==> config.mk <==
export PLATFORM = sky130hd
export DESIGN_NAME = limit_watchdog
export DESIGN_NICKNAME = d
export VERILOG_FILES = /design/src/rtl/lw_pkg.sv /design/src/rtl/lw_chan_cmp.sv /design/src/rtl/lw_status.sv /design/src/rtl/lw_case_open.sv /design/src/rtl/lw_irq_out.sv /design/src/rtl/limit_watchdog.sv
export SDC_FILE = /design/constraint.sdc
export NUM_CORES = 1
export LEC_CHECK = 0
export BUFFER_PORTS_ARGS = -buffer_cell sky130_fd_sc_hd__buf_2
export CORE_AREA = 2 2 171 173
export DETAILED_ROUTE_END_ITERATION = 7
export DIE_AREA = 0 0 173 175
export GPL_ROUTABILITY_DRIVEN = 1
export PLACE_DENSITY = 0.55
export SYNTH_ARGS = -nofsm -noshare
export SYNTH_HDL_FRONTEND = slang
export SYNTH_HIERARCHICAL = 1
export SYNTH_SLANG_ARGS = --single-unit
==> constraint.sdc <==
create_clock -name clk -period 1.37 [get_ports clk]
set_input_delay 0.274 -clock clk [delete_from_list [all_inputs] [get_ports clk]]
set_output_delay 0.274 -clock clk [all_outputs]
set_load 0.01 [all_outputs]
==> src/rtl/lw_pkg.sv <==
package lw_pkg;

  typedef enum logic {
    MODE_HYST   = 1'b0,
    MODE_WINDOW = 1'b1
  } cmp_mode_e;

  // number of status bytes needed for a given status width
  function automatic int bytes_for(input int bits);
    return (bits + 7) / 8;
  endfunction

endpackage

==> src/rtl/lw_chan_cmp.sv <==
module lw_chan_cmp
  import lw_pkg::*;
#(
  parameter int DW = 8
) (
  input  logic          clk,
  input  logic          rst,
  input  logic          run,
  input  logic          mode_win,
  input  logic [DW-1:0] val,
  input  logic [DW-1:0] hi,
  input  logic [DW-1:0] lo,
  output logic          alarm
);

  logic above_hi, below_lo, at_or_below_lo;
  cmp_mode_e mode;

  always_comb begin
    mode           = cmp_mode_e'(mode_win);
    above_hi       = val > hi;
    below_lo       = val < lo;
    at_or_below_lo = val <= lo;
  end

  always_ff @(posedge clk) begin
    if (rst) begin
      alarm <= 1'b0;
    end else if (run) begin
      if (mode == MODE_WINDOW) begin
        alarm <= above_hi | below_lo;
      end else if (above_hi) begin
        alarm <= 1'b1;
      end else if (at_or_below_lo) begin
        alarm <= 1'b0;
      end
    end
  end

  // a stopped comparator keeps its state
  a_r5_frozen: assert property (@(posedge clk) disable iff (rst)
    !run |=> $stable(alarm));

  // hysteresis holds an alarm while the reading stays above release
  a_r3_hold: assert property (@(posedge clk) disable iff (rst)
    (run && !mode_win && alarm && (val > lo)) |=> alarm);

  // window mode never alarms on an in-range reading
  a_r2_in_range: assert property (@(posedge clk) disable iff (rst)
    (run && mode_win && (val <= hi) && (val >= lo)) |=> !alarm);

endmodule

==> src/rtl/lw_status.sv <==
module lw_status #(
  parameter int STAT_W = 16,
  parameter int NREG   = 2
) (
  input  logic              clk,
  input  logic              rst,
  input  logic [STAT_W-1:0] set_vec,
  input  logic [NREG-1:0]   rd_clr,
  output logic [STAT_W-1:0] status
);

  logic [STAT_W-1:0] clr_full;

  for (genvar gi = 0; gi < STAT_W; gi++) begin : g_clr
    assign clr_full[gi] = rd_clr[gi / 8];
  end

  always_ff @(posedge clk) begin
    if (rst) begin
      status <= '0;
    end else begin
      status <= (status & ~clr_full) | set_vec;
    end
  end

  // bits not cleared stay set
  a_r4_sticky: assert property (@(posedge clk) disable iff (rst)
    1'b1 |=> ((status & $past(status & ~clr_full)) == $past(status & ~clr_full)));

  // a set in the same cycle as a clear survives
  a_r4_set_wins: assert property (@(posedge clk) disable iff (rst)
    1'b1 |=> ((status & $past(set_vec)) == $past(set_vec)));

  // a bit only rises when its source asked for it
  a_r4_no_spurious: assert property (@(posedge clk) disable iff (rst)
    1'b1 |=> ((status & ~$past(status) & ~$past(set_vec)) == '0));

endmodule

==> src/rtl/lw_case_open.sv <==
module lw_case_open #(
  parameter int SYNC_STAGES = 2,
  parameter int PULSE_TICKS = 20
) (
  input  logic clk,
  input  logic rst,
  input  logic case_in,
  input  logic clr_req,
  input  logic tick,
  output logic event_lvl,
  output logic drive
);

  localparam int CW = $clog2(PULSE_TICKS + 2);

  logic [SYNC_STAGES-1:0] sync_q;
  logic                   req_q;
  logic                   req_rise;
  logic [CW-1:0]          cnt;

  always_ff @(posedge clk) begin
    if (rst) begin
      sync_q <= '0;
    end else begin
      sync_q <= {sync_q[SYNC_STAGES-2:0], case_in};
    end
  end

  assign event_lvl = sync_q[SYNC_STAGES-1];
  assign req_rise  = clr_req & ~req_q;

  always_ff @(posedge clk) begin
    if (rst) begin
      req_q <= 1'b0;
      drive <= 1'b0;
      cnt   <= '0;
    end else begin
      req_q <= clr_req;
      if (!drive) begin
        if (req_rise) begin
          drive <= 1'b1;
          cnt   <= '0;
        end
      end else if (tick) begin
        if (cnt == CW'(PULSE_TICKS)) begin
          drive <= 1'b0;
          cnt   <= '0;
        end else begin
          cnt <= cnt + 1'b1;
        end
      end
    end
  end

  // counter never runs past the programmed length
  a_r10_cnt_bound: assert property (@(posedge clk) disable iff (rst)
    cnt <= CW'(PULSE_TICKS));

  // pulse only starts on a request edge
  a_r10_start: assert property (@(posedge clk) disable iff (rst)
    $rose(drive) |-> $past(req_rise));

  // pulse only ends on a tick
  a_r10_end_on_tick: assert property (@(posedge clk) disable iff (rst)
    $fell(drive) |-> $past(tick));

endmodule

==> src/rtl/lw_irq_out.sv <==
module lw_irq_out #(
  parameter int STAT_W = 16
) (
  input  logic              clk,
  input  logic              rst,
  input  logic [STAT_W-1:0] status,
  input  logic [STAT_W-1:0] smi_mask,
  input  logic [STAT_W-1:0] irq_mask,
  input  logic              smi_en,
  input  logic              irq_pol,
  output logic              smi_n,
  output logic              irq
);

  logic smi_any, irq_any;

  always_comb begin
    smi_any = |(status & ~smi_mask);
    irq_any = |(status & ~irq_mask);
  end

  always_ff @(posedge clk) begin
    if (rst) begin
      smi_n <= 1'b1;
      irq   <= 1'b0;
    end else begin
      smi_n <= ~(smi_en & smi_any);
      irq   <= irq_pol ? irq_any : ~irq_any;
    end
  end

  // disabled output stays released
  a_r7_smi_off: assert property (@(posedge clk) disable iff (rst)
    !smi_en |=> smi_n);

  // output only asserts with some status bit set
  a_r7_smi_cause: assert property (@(posedge clk) disable iff (rst)
    !smi_n |-> $past(|status));

  // all-masked status leaves interrupt at inactive level
  a_r8_idle: assert property (@(posedge clk) disable iff (rst)
    ((status & ~irq_mask) == '0) |=> (irq != $past(irq_pol)));

endmodule

==> src/rtl/limit_watchdog.sv <==
module limit_watchdog
  import lw_pkg::*;
#(
  parameter  int NUM_CH      = 15,
  parameter  int DW          = 8,
  parameter  int SYNC_STAGES = 2,
  parameter  int PULSE_TICKS = 20,
  localparam int STAT_W      = NUM_CH + 1,
  localparam int NREG        = bytes_for(NUM_CH + 1)
) (
  input  logic                 clk,
  input  logic                 rst,
  input  logic                 run,
  input  logic [NUM_CH-1:0]    mode_win,
  input  logic [NUM_CH*DW-1:0] mon_val,
  input  logic [NUM_CH*DW-1:0] lim_hi,
  input  logic [NUM_CH*DW-1:0] lim_lo,
  input  logic [STAT_W-1:0]    smi_mask,
  input  logic [STAT_W-1:0]    irq_mask,
  input  logic                 smi_en,
  input  logic                 irq_pol,
  input  logic [NREG-1:0]      rd_clr,
  input  logic                 case_in,
  input  logic                 case_clr_req,
  input  logic                 tick,
  output logic [STAT_W-1:0]    status,
  output logic                 smi_n,
  output logic                 irq,
  output logic                 case_drive
);

  logic [NUM_CH-1:0] alarm;
  logic [STAT_W-1:0] set_vec;
  logic              case_evt;

  for (genvar gc = 0; gc < NUM_CH; gc++) begin : g_ch
    lw_chan_cmp #(.DW(DW)) i_cmp (
      .clk      (clk),
      .rst      (rst),
      .run      (run),
      .mode_win (mode_win[gc]),
      .val      (mon_val[gc*DW +: DW]),
      .hi       (lim_hi[gc*DW +: DW]),
      .lo       (lim_lo[gc*DW +: DW]),
      .alarm    (alarm[gc])
    );
  end

  assign set_vec = {case_evt, alarm & {NUM_CH{run}}};

  lw_case_open #(
    .SYNC_STAGES (SYNC_STAGES),
    .PULSE_TICKS (PULSE_TICKS)
  ) i_case (
    .clk       (clk),
    .rst       (rst),
    .case_in   (case_in),
    .clr_req   (case_clr_req),
    .tick      (tick),
    .event_lvl (case_evt),
    .drive     (case_drive)
  );

  lw_status #(.STAT_W(STAT_W), .NREG(NREG)) i_status (
    .clk     (clk),
    .rst     (rst),
    .set_vec (set_vec),
    .rd_clr  (rd_clr),
    .status  (status)
  );

  lw_irq_out #(.STAT_W(STAT_W)) i_out (
    .clk      (clk),
    .rst      (rst),
    .status   (status),
    .smi_mask (smi_mask),
    .irq_mask (irq_mask),
    .smi_en   (smi_en),
    .irq_pol  (irq_pol),
    .smi_n    (smi_n),
    .irq      (irq)
  );

  // no channel status appears while stopped, unless already set
  a_r5_no_set_stopped: assert property (@(posedge clk) disable iff (rst)
    !run |=> ((status[NUM_CH-1:0] & ~$past(status[NUM_CH-1:0])) == '0));

endmodule

==> results.txt <==
----------------------------------------------------
[Status]
  Outcome ... finished with violations
  Violations in the final reports ... setup timing

[Power and ir drop]
  Power consumption ... 5.977 mW
  Power per standard cell area ... 479.8 nW/um2
  Leakage Power ... 6.712 nW
  Worst IR Drop VDD ... 0.3876 mV

[Timing]
  RSZ-0062 raised after global routing ... yes
  Top achievable clock speed ... 713.8 MHz
  Final worst clock skew ... 5.247 ps
  Count of endpoints failing setup in the final report ... 1
  Clock period minus worst slack ... 1401 ps
  Least-Margin Pin Slew ... 356.1 ps
  Total count of max-transition violations in the final report ... 0
  Final cycle utilization of the critical path ... 1.023
  Final Worst Setup Slack ... -30.96 ps
  Final count of hold timing violations ... 0
  Max-Slew Margin vs Limit ... 0.7608
  Setup TNS after final layout ... -30.96 ps

[Logic synthesis]
  Dominant cell type by area after synthesis ... sky130_fd_sc_hd__ha_1
  Yosys warnings ... 6
  Proportion of netlist area held by the largest area contributor ... 0.3572
  Sequential element share of the synthesized area ... 0.09919
  Number of distinct library cell variants in the gate-level netlist after synthesis ... 42
  Number of synthesized flops with an enable pin ... 0
  Cell with the most instances after synthesis ... sky130_fd_sc_hd__inv_1
  Post-Syn Area per Cell ... 7.990 um2
  Area contributors post-synth ... sky130_fd_sc_hd__ha_1, sky130_fd_sc_hd__inv_1, sky130_fd_sc_hd__dfxtp_1, sky130_fd_sc_hd__nand4_1, sky130_fd_sc_hd__a21oi_1
  Async S/R FF share, synth ... 0
  Most common library cells after synthesis ... sky130_fd_sc_hd__inv_1, sky130_fd_sc_hd__ha_1, sky130_fd_sc_hd__a21oi_1
  Register bit count reported by yosys ... 42
  Syn Inst Count ... 1061
  Post-Synthesis Net Count ... 1720
  Cell area after technology mapping ... 8477 um2
  Flip-flop cell with the highest count after synthesis ... sky130_fd_sc_hd__dfxtp_1

[Clocking]
  Clock latency on the worst-skew pair ... 290 ps
  CTS root buffer ... sky130_fd_sc_hd__clkbuf_16
  Cts bufs inserted ... 5
  Buffers from clock root to sink, at most ... 2
  Clock sink count ... 42
  Clock slew at the register clock pins of the worst setup and hold paths ... 70 ps
  TritonCTS clock tree ... built
  Quantity of hold-fixing buffers added after cts ... 0
  H-tree depth reported by CTS ... 2

[Layout]
  Final Instance Count excl. Fillers ... 1946
  Number of fillers in the final layout ... 2928
  Count of nets after finishing ... 2217
  Area Overhead vs Synth ... 46.97%
  Share of post-route cells with drive strength above 1 ... 0.4644
  Multi-input gate area in the final layout ... 7166 um2
  Combined flip-flop and latch cell area ... 850.8 um2

[Drt]
  Detail Route Antenna Nets ... 0
  Via count ... 9031
  DRC marker count from the first detailed-route iteration ... 217
  Count of unresolved DRC violations after routing ... 0
  Post-detailed-routing wire length ... 28940 um
  First drt pass iteration count ... 5
  Drt via density ... 4.641
  Detail-routed net length per standard cell ... 14.87 um

[Place]
  Quantity of I/O buffers inserted on ports ... 435
  Total instance count after detailed placement ... 1933
  Final HPWL DP ... 25590 um
  GPL Wtd Cong ... 0.9212

[Die]
  Total Die Area ... 30280 um2
  Initial cell density of the core ... 0.2986
  Cell row count ... 62
  Number of top-level pins ... 436
  Die boundary height ... 175 um
  Horizontal die dimension ... 173 um
  Std-Cell Core Area ... 28390 um2

[Critical path]
  Register-to-register setup slack ... 50 ps
  Number of cells traversed by the worst register-to-register path ... 4
  Startpoint of the lowest-slack register-to-register path ... i_status/status[1]
  Ordered cell list for the critical path ... buf_2, ha_1, a21oi_2, nand2_1, a211oi_2, a2bb2oi_2, o32ai_2
  End of the worst register-to-register path ... i_out/irq
  Crit path launch type ... primary input
  Data arrival, critical path ... 1620 ps
  Critical path peak fanout ... 3
  Cell with the biggest individual delay on the critical path ... sky130_fd_sc_hd__ha_1
  Crit path largest cell delay ... 350 ps
  Required time of the critical path ... 1580 ps
  Nature of the critical path endpoint ... flop
  Category of the critical setup timing path ... in2reg

[Global route]
  Global route total overflow ... 0
  Total track usage ... 0.1816
  Global-route wire length before repair ... 44790 um
  Number of antenna violations at the first check in global routing ... 3
  Vias in the first global route ... 9372
  Pin count of the biggest net entering global routing ... 26

[Min path]
  Min-Delay Startpoint ... case_in
  Capture endpoint of the worst hold path ... i_case/sync_q[0]
  Depth of the worst hold-timing path ... 2
  Hold Path Class ... in2reg

[Flow run]
  Number of maximum-capacitance violations ... 0

----------------------------------------------------
## per-stage QoR
stage / util / setup WS, ps / hold WS (ps) / cell area [um2]
6_report: 0.4388 / -30.96 / 189.8 / 12460
5_1_grt: 0.4388 / -81.80 / 200.3 / 12460
4_1_cts: 0.4126 / 6.787 / 173.8 / 11720
3_5_place_dp: 0.4075 / -311.3 / 429.6 / 11570
3_3_place_gp: 0.4075 / -287.9 / 423.3 / 11570
2_1_floorplan: - / -60.76 / 368.3 / 8477
## power by group
part / internal [mW] / total (mW) / switching (mW)
Combinational: 1.79 / 3.39 / 1.60
Clock: 0.679 / 1.24 / 0.557
Sequential: 1.31 / 1.35 / 0.0489
## repair_timing
action                                  in CTS  in global routing
endpoints found under the setup margin       1                 18
setup buffers                                0                  2
resized for setup                            1                144
pin swaps                                    0                 71
## registers in the layout, summed over array words and instances, names as in the netlist
| name | flops |
|---|---|
| g_ch.i_cmp/alarm | 15 |
| i_case/req_q | 1 |
| i_case/sync_q | 2 |
| i_case/cnt | 5 |
| i_out/smi_n | 1 |
| i_out/irq | 1 |
| i_case/drive | 1 |
| i_status/status | 16 |
## cells by family (layout without fill, tap and decap cells)
logic type,after synthesis,after routing,synth area share
AOI/OAI and AO/OA,229,229,0.2230
adders and majority gates,242,242,0.3572
buffers and inverters,275,773,0.1256
DFF,42,42,0.09919
muxes,1,1,0.001328
other,0,3,0
and+or+nand+nor,272,272,0.1937
## metal layers
layer,track usage,vias up,share of wire
li1,-,4719,-
met1,0.2141,3981,0.42
met2,0.3298,287,0.50
met3,0.03655,44,0.056
met4,0.05614,0,0.023
met5,0,-,0
## worst max path at each step
stage               slack [ps]    startpoint  cells past startpoint                   end
floorplan                  -60     lim_lo[1]                      8   g_ch[0].i_cmp/alarm
global placement          -290   mon_val[57]                      8   g_ch[7].i_cmp/alarm
detailed placement        -310    mon_val[1]                      8   g_ch[0].i_cmp/alarm
CTS                          7  mon_val[105]                      8  g_ch[13].i_cmp/alarm
global route               -80    lim_hi[81]                      9  g_ch[10].i_cmp/alarm
finish                     -30   mon_val[70]                      7   g_ch[8].i_cmp/alarm
## layout by cell type (no fill, tap or decap), drive strengths merged, types with 2 or more instances in the layout
cell type	n
o22ai	4
buf	495
dfxtp	42
and2	16
ha	242
a2bb2oi	15
a211oi	30
o32ai	15
clkbuf	6
inv	270
o21ai	15
nor2b	34
o2111ai	6
nand2b	47
diode	3
clkinv	2
o211ai	30
a21oi	95
nor2	47
nand3	23
a31oi	2
nor3	18
or2b	2
nand2	18
nand4	61
o31a	15
## worst max-delay path, delay by kind of cell
family / cells / cell delay (ps)
compound gates: 4 / 770
fa+ha+maj: 1 / 350
buf+inv: 1 / 130
simple gates: 1 / 80
## cell type report
type / instances / area share
clock buffers: 6 / 0.01034
repair buffers: 495 / 0.2238
multi-input cells: 744 / 0.5752
inverters: 270 / 0.08215
well taps: 384 / 0.03857
clock inverters: 2 / 0.001105
flip-flops and latches: 42 / 0.06829
diodes: 3 / 0.0006026
Power figures use the tool's default switching activity.
